### src/rtl/ocm_pkg.sv
package ocm_pkg;
    localparam int REG_W     = 8;
    localparam int NUM_WIN   = 16;
    localparam int IDX_W     = $clog2(NUM_WIN);
    localparam int NUM_SLOTS = 8;
    localparam int SEL_W     = $clog2(NUM_SLOTS);
    localparam int SLOT_W    = 10;
    localparam int PPU_AW    = SEL_W + SLOT_W;
    localparam int OUTER_W   = 4;
    localparam int MID_W     = 3;
    localparam int BANK_W    = OUTER_W + MID_W + REG_W;
    localparam int CHR_AW    = BANK_W + SLOT_W;
    localparam int CPU_AW    = 16;

    localparam int E_MASK  = 10;
    localparam int E_MID   = 8;
    localparam int E_PAIR0 = 6;
    localparam int E_PAIR1 = 7;
    localparam int E_SING0 = 2;

    typedef logic [REG_W-1:0] reg_t;
    typedef logic [BANK_W-1:0] bank_t;

    typedef struct packed {
        reg_t [NUM_WIN-1:0] win;
        reg_t               outer;
        reg_t               cmd;
        reg_t               mirr;
    } cfg_t;

    function automatic logic [2:0] mask_shift(input logic [2:0] sel);
        logic [2:0] s;
        case (sel)
            3'd1:    s = 3'd1;
            3'd2:    s = 3'd2;
            3'd4:    s = 3'd3;
            3'd5:    s = 3'd4;
            3'd6:    s = 3'd5;
            default: s = 3'd0;
        endcase
        return s;
    endfunction
endpackage

### src/rtl/chr_cfg_regs.sv
module chr_cfg_regs
    import ocm_pkg::*;
(
    input  logic              clk,
    input  logic              rst_n,
    input  logic              wr_en,
    input  logic [CPU_AW-1:0] wr_addr,
    input  reg_t              wr_data,
    output cfg_t              cfg
);
    localparam logic [CPU_AW-5:0] WIN_BASE  = 12'h201;
    localparam logic [CPU_AW-1:0] OUTER_ADR = 16'h4100;
    localparam reg_t              CMD_KEEP  = 8'h38;

    cfg_t cfg_d, cfg_q;

    logic hi_sel;
    logic [2:0] hi_kind;
    always_comb begin
        hi_sel  = wr_addr[15];
        hi_kind = {wr_addr[14:13], wr_addr[0]};
    end

    always_comb begin
        cfg_d = cfg_q;
        if (wr_en) begin
            if (wr_addr[CPU_AW-1:4] == WIN_BASE) begin
                cfg_d.win[wr_addr[IDX_W-1:0]] = wr_data;
            end else if (wr_addr == OUTER_ADR) begin
                cfg_d.outer = wr_data;
            end else if (hi_sel) begin
                case (hi_kind)
                    3'b000: cfg_d.cmd = (cfg_q.cmd & CMD_KEEP) | (wr_data & ~CMD_KEEP);
                    3'b001: begin
                        case (cfg_q.cmd[2:0])
                            3'd0: cfg_d.win[E_PAIR0] = wr_data;
                            3'd1: cfg_d.win[E_PAIR1] = wr_data;
                            3'd2, 3'd3, 3'd4, 3'd5:
                                cfg_d.win[IDX_W'(cfg_q.cmd[2:0])] = wr_data;
                            default: ;
                        endcase
                    end
                    3'b010: cfg_d.mirr = wr_data;
                    default: ;
                endcase
            end
        end
    end

    always_ff @(posedge clk) begin
        if (!rst_n) cfg_q <= '0;
        else        cfg_q <= cfg_d;
    end

    assign cfg = cfg_q;

    AST_WIN_WRITE: assert property (@(posedge clk) disable iff (!rst_n)
        (wr_en && wr_addr[CPU_AW-1:4] == WIN_BASE)
        |=> cfg_q.win[$past(wr_addr[IDX_W-1:0])] == $past(wr_data));
    AST_CMD_KEEP: assert property (@(posedge clk) disable iff (!rst_n)
        (wr_en && wr_addr[15:13] == 3'b100 && !wr_addr[0])
        |=> cfg_q.cmd[5:3] == $past(cfg_q.cmd[5:3]));
    AST_MIRR_WRITE: assert property (@(posedge clk) disable iff (!rst_n)
        (wr_en && wr_addr[15:13] == 3'b101 && !wr_addr[0])
        |=> cfg_q.mirr == $past(wr_data));
    AST_IDLE_HOLD: assert property (@(posedge clk) disable iff (!rst_n)
        !wr_en |=> $stable(cfg_q));
endmodule

### src/rtl/chr_bank_calc.sv
module chr_bank_calc
    import ocm_pkg::*;
(
    input  logic                       clk,
    input  logic                       rst_n,
    input  cfg_t                       cfg,
    output reg_t                       mask,
    output bank_t [NUM_SLOTS-1:0]      banks
);
    bank_t blk;

    always_comb begin
        mask = reg_t'(8'hFF >> mask_shift(cfg.win[E_MASK][2:0]));
        blk  = {cfg.outer[OUTER_W-1:0], cfg.win[E_MID][6:4],
                cfg.win[E_MASK] & ~mask};
    end

    for (genvar s = 0; s < NUM_SLOTS; s++) begin : g_slot
        reg_t src;
        if (s < 4) begin : g_pair
            always_comb src = {cfg.win[E_PAIR0 + s/2][REG_W-1:1], 1'(s % 2)};
        end else begin : g_single
            always_comb src = cfg.win[E_SING0 + s - 4];
        end
        always_comb banks[s] = blk | bank_t'(src & mask);
    end

    logic unused_cfg_bits;
    assign unused_cfg_bits = ^{cfg.win[0], cfg.win[1], cfg.win[9],
                               cfg.win[15:11], cfg.win[E_MID][7],
                               cfg.win[E_MID][3:0], cfg.outer[7:4],
                               cfg.win[E_PAIR0][0], cfg.win[E_PAIR1][0],
                               cfg.cmd, cfg.mirr};

    AST_PAIR_PARITY: assert property (@(posedge clk) disable iff (!rst_n)
        !banks[0][0] && banks[1][0] && !banks[2][0] && banks[3][0]);
endmodule

### src/rtl/chr_addr_xlat.sv
module chr_addr_xlat
    import ocm_pkg::*;
(
    input  logic [PPU_AW-1:0]     ppu_addr,
    input  logic                  half_swap,
    input  bank_t [NUM_SLOTS-1:0] banks,
    output logic [CHR_AW-1:0]     chr_addr
);
    logic [PPU_AW-1:0] eff;
    always_comb begin
        eff      = ppu_addr ^ {half_swap, {(PPU_AW-1){1'b0}}};
        chr_addr = {banks[eff[PPU_AW-1:SLOT_W]], eff[SLOT_W-1:0]};
    end
endmodule

### src/rtl/outer_chr_mapper.sv
module outer_chr_mapper
    import ocm_pkg::*;
(
    input  logic               clk,
    input  logic               rst_n,
    input  logic               wr_en,
    input  logic [15:0]        wr_addr,
    input  logic [7:0]         wr_data,
    input  logic [12:0]        ppu_addr,
    output logic [24:0]        chr_addr,
    output logic               mirror_horiz
);
    cfg_t                  cfg;
    reg_t                  mask;
    bank_t [NUM_SLOTS-1:0] banks;

    chr_cfg_regs u_regs (
        .clk(clk), .rst_n(rst_n), .wr_en(wr_en),
        .wr_addr(wr_addr), .wr_data(wr_data), .cfg(cfg)
    );

    chr_bank_calc u_calc (
        .clk(clk), .rst_n(rst_n), .cfg(cfg), .mask(mask), .banks(banks)
    );

    chr_addr_xlat u_xlat (
        .ppu_addr(ppu_addr), .half_swap(cfg.cmd[7]),
        .banks(banks), .chr_addr(chr_addr)
    );

    assign mirror_horiz = cfg.mirr[0];

    AST_MASK_SHAPE: assert property (@(posedge clk) disable iff (!rst_n)
        $onehot({1'b0, mask} + 9'd1) && mask[1:0] == 2'b11);
    AST_OFFSET_PASS: assert property (@(posedge clk) disable iff (!rst_n)
        chr_addr[SLOT_W-1:0] == ppu_addr[SLOT_W-1:0]);
endmodule

### config.mk
export PLATFORM = sky130hd
export DESIGN_NAME = outer_chr_mapper
export DESIGN_NICKNAME = d
export VERILOG_FILES = /design/src/rtl/ocm_pkg.sv /design/src/rtl/chr_cfg_regs.sv /design/src/rtl/chr_bank_calc.sv /design/src/rtl/chr_addr_xlat.sv /design/src/rtl/outer_chr_mapper.sv
export SDC_FILE = /design/constraint.sdc
export NUM_CORES = 1
export LEC_CHECK = 0
export BUFFER_PORTS_ARGS = -buffer_cell sky130_fd_sc_hd__buf_4
export CORE_UTILIZATION = 45
export DETAILED_ROUTE_END_ITERATION = 10
export HOLD_SLACK_MARGIN = 0.05
export PLACE_DENSITY = 0.67
export SLEW_MARGIN = 20
export SYNTH_ARGS = -nofsm -noshare
export SYNTH_HDL_FRONTEND = slang
export SYNTH_SLANG_ARGS = --single-unit
### constraint.sdc
create_clock -name clk -period 2.5 [get_ports clk]
set_input_delay 0.125 -clock clk [delete_from_list [all_inputs] [get_ports clk]]
set_output_delay 0.125 -clock clk [all_outputs]
set_load 0.02 [all_outputs]
==> metrics.md <==
| Metric | Value |
|---|---|
| Setup TNS | `0 ns` |
| Final wirelength | `7264 um` |
| Psw | `0.0005079 W` |
| Num ports | `66` |
| First drt pass iteration count | `4` |
| #FFs+latches synth | `66` |
| Clk sinks | `66` |
| Vias in the first global route | `2316` |
| Post-synth design cell area | `3342 sq um` |
| Setup violations, final | `0` |
| Hold WC Path Type | `in2reg` |
| Area Growth Syn to Fin | `14.41%` |
| Initial antenna violation count | `0` |
| Top cell type by total area after synthesis | `dfxtp_1` |
| # diodes | `0` |
| Post-synth top area share | `0.3954` |
| Crit path DAT | `1.77 ns` |
| Area of the core | `7214 sq um` |
| Post-CTS setup buffers | `0` |
| Storage cell area | `1321 sq um` |
| Fill cells | `663` |
| Clock power share | `0.411` |
| Clock skew | `0.005945 ns` |
| Yosys cell types | `39` |
| PwrDens | `533.2 nW/um^2` |
| VDD IR-drop max | `0.0002500 V` |
| Drt wl/cell | `15.59 um` |
| Comb pwr share | `0.071` |
| Clock-pin slew on the worst setup and hold paths | `0.08 ns` |
| Crit path launch type | `register` |
| Slew Limit Fails | `0` |
| CTS Buf Count | `9` |
| RD Place Congestion | `0.7211` |
| CTS tree | `done` |
| DIE AREA | `7775 sq um` |
| Multi-input logic area | `1821 sq um` |
| Syn Area/Cell | `9.976 sq um` |
| Chip width | `88.18 um` |
| Largest net degree at the start of global routing | `75` |
| Top Metal Used | `met4` |
| CTS Hold Bufs | `0` |
| Outcome | `finished, final reports clean` |
| Metal-1 WL | `3549 um` |
| Synth Warn # | `0` |
| Clock Tree Buf Depth | `2` |
| Worst hold slack | `0.06329 ns` |
| Hpwl dp | `4956 um` |
| Crit Path Max Fanout | `16` |
| Clk_lat worst skew | `0.34 ns` |
| Routed vias | `2420` |
| Power Internal | `0.001531 W` |
| Cells after Synth | `335` |
| DR WL met3 | `292 um` |
| Post-synthesis sequential area ratio | `0.3954` |
| Layout cells sized above 1 | `0.2398` |
| Setup crit end kind | `primary output` |
| Max reg flops | `66` |
| DRT iter0 DRCs | `116` |
| DRC | `0` |
| Period minus WS final | `1.899 ns` |
| Count leader, synth | `mux2i_1` |
| Unrepaired setup endpoints after global routing | `false` |
| Nets@finish | `402` |
| FP Rows | `31` |
| Initial core utilization | `0.4632` |
| Post-route ant nets | `0` |
| GRT Total Usage | `0.1978` |
| Synth top area cells | `dfxtp_1 (40%), mux2i_1 (22%), nand2_1 (6.7%)` |
| CTS Root Cell | `clkbuf_8` |
| Post-Syn Nets | `375` |
| Leakage power | `1.335 nW` |
| Vias per cell | `5.193` |
| Remaining Overflow, GRT | `0` |
| Max_cap viols | `0` |
| Die height | `88.18 um` |
| Sw Share | `0.2491` |
| Max H-tree Level | `3` |
| Rel. slew slack | `0.5362` |
| Ys async rst share | `0` |
| Kind of critical path | `reg2out` |
| Final hold violations | `0` |
| Global-route wire length before repair | `11350 um` |
| Fmax | `0.5267 GHz` |
| Met2 wire len | `3340 um` |
| Port Buffers | `45` |
| Required time of the critical path | `2.38 ns` |
| Resized Gates After CTS | `0` |
| Post-synth EDFFs | `0` |
| Period Utilization, post-route | `0.7594` |
| Synth Flop Type | `dfxtp_1` |
| Share of power burned in registers | `0.517` |
| Slew of the pin with the lowest slew margin | `0.6957 ns` |
| Top cells by instance count after synthesis | `mux2i_1 (74), dfxtp_1 (66), nand2_1 (60)` |
stage by stage:
stage / cell area (sq um) / std cells / setup slack, ns / power (W) / utilization
global placement: 3633 / 450 / 0.3609 / 0.001223 / 0.5036
finish: 3824 / 466 / 0.6015 / 0.002039 / 0.5300
global route: 3824 / 466 / 0.3724 / 0.002109 / 0.5300
CTS: 3824 / 466 / 0.5832 / 0.002057 / 0.5300
detailed placement: 3633 / 450 / 0.2378 / 0.001225 / 0.5036
floorplan: 3342 / 335 / 0.7196 / 0.001177 / -
critical path, cell delays in order (launching register included):
cell	delay [ns]
dfxtp_1	0.35
xor2_1	0.15
buf_4	0.25
nor2_1	0.09
a21oi_1	0.15
a21oi_1	0.05
a31o_2	0.23
buf_4	0.15
routing by layer:
| layer | global-route usage | vias to the layer above |
|---|---|---|
| met3 | 0.05372 | 10 |
| met1 | 0.2534 | 1149 |
| met2 | 0.3259 | 49 |
| li1 | - | 1212 |
| met5 | 0 | - |
| met4 | 0.05865 | 0 |
final timing paths:
| check | startpoint | end | slack, ns | cells past startpoint |
|---|---|---|---|---|
| setup / recovery | u_regs.cfg[15] | chr_addr[15] | 0.60 | 7 |
| hold / removal | wr_data[5] | u_regs.cfg[85] | 0.06 | 3 |
| setup reg to reg | u_regs.cfg[9] | u_regs.cfg[66] | 0.71 | 5 |
| hold reg to reg | u_regs.cfg[107] | u_regs.cfg[107] | 0.46 | 2 |
logic make-up (layout without fill, tap and decap cells):
| logic type | after synthesis | in the layout | synth area share |
|---|---|---|---|
| AND/OR/NAND/NOR | 124 | 124 | 0.1981 |
| multiplexers | 84 | 84 | 0.2789 |
| flip-flops | 66 | 66 | 0.3954 |
| buffers and inverters | 34 | 66 | 0.05990 |
| AO/OA/AOI/OAI | 26 | 26 | 0.06515 |
| XOR/XNOR | 1 | 1 | 0.002621 |
final cells by class:
type | count | area share
clock buffers | 11 | 0.03959
multi-input cells | 235 | 0.4761
well taps | 99 | 0.03240
clock inverters | 5 | 0.01014
repair buffers | 48 | 0.09424
flip-flops and latches | 66 | 0.3456
inverters | 2 | 0.001963
cells in the final DEF, fill, tap and decap left out, drive strengths merged, types with 2 or more instances in the layout:
master and count:
mux2i 74, dfxtp 66, nand2 60, buf 48, nor2b 26, a21oi 14, clkbuf 11, nor2 8
mux4 7, o21ai 7, nand3 4, clkinvlp 4, mux2 3, nor4 3, nor4bb 3, nand3b 3
nand4 3, or4 3, inv 2, a31o 2, nor4b 2
power by group through the flow:
| stage | registers, W | logic [W] | clock network (W) |
|---|---|---|---|
| after global placement | 0.00108 | 0.000144 | 0 |
| after floorplan | 0.00108 | 0.0000983 | 0 |
| final | 0.00105 | 0.000145 | 0.000839 |
| after detailed placement | 0.00108 | 0.000145 | 0 |
| after CTS | 0.00105 | 0.000146 | 0.000856 |
| after global routing | 0.00105 | 0.000156 | 0.000898 |
Note: power is estimated with default switching activity, not from simulation.
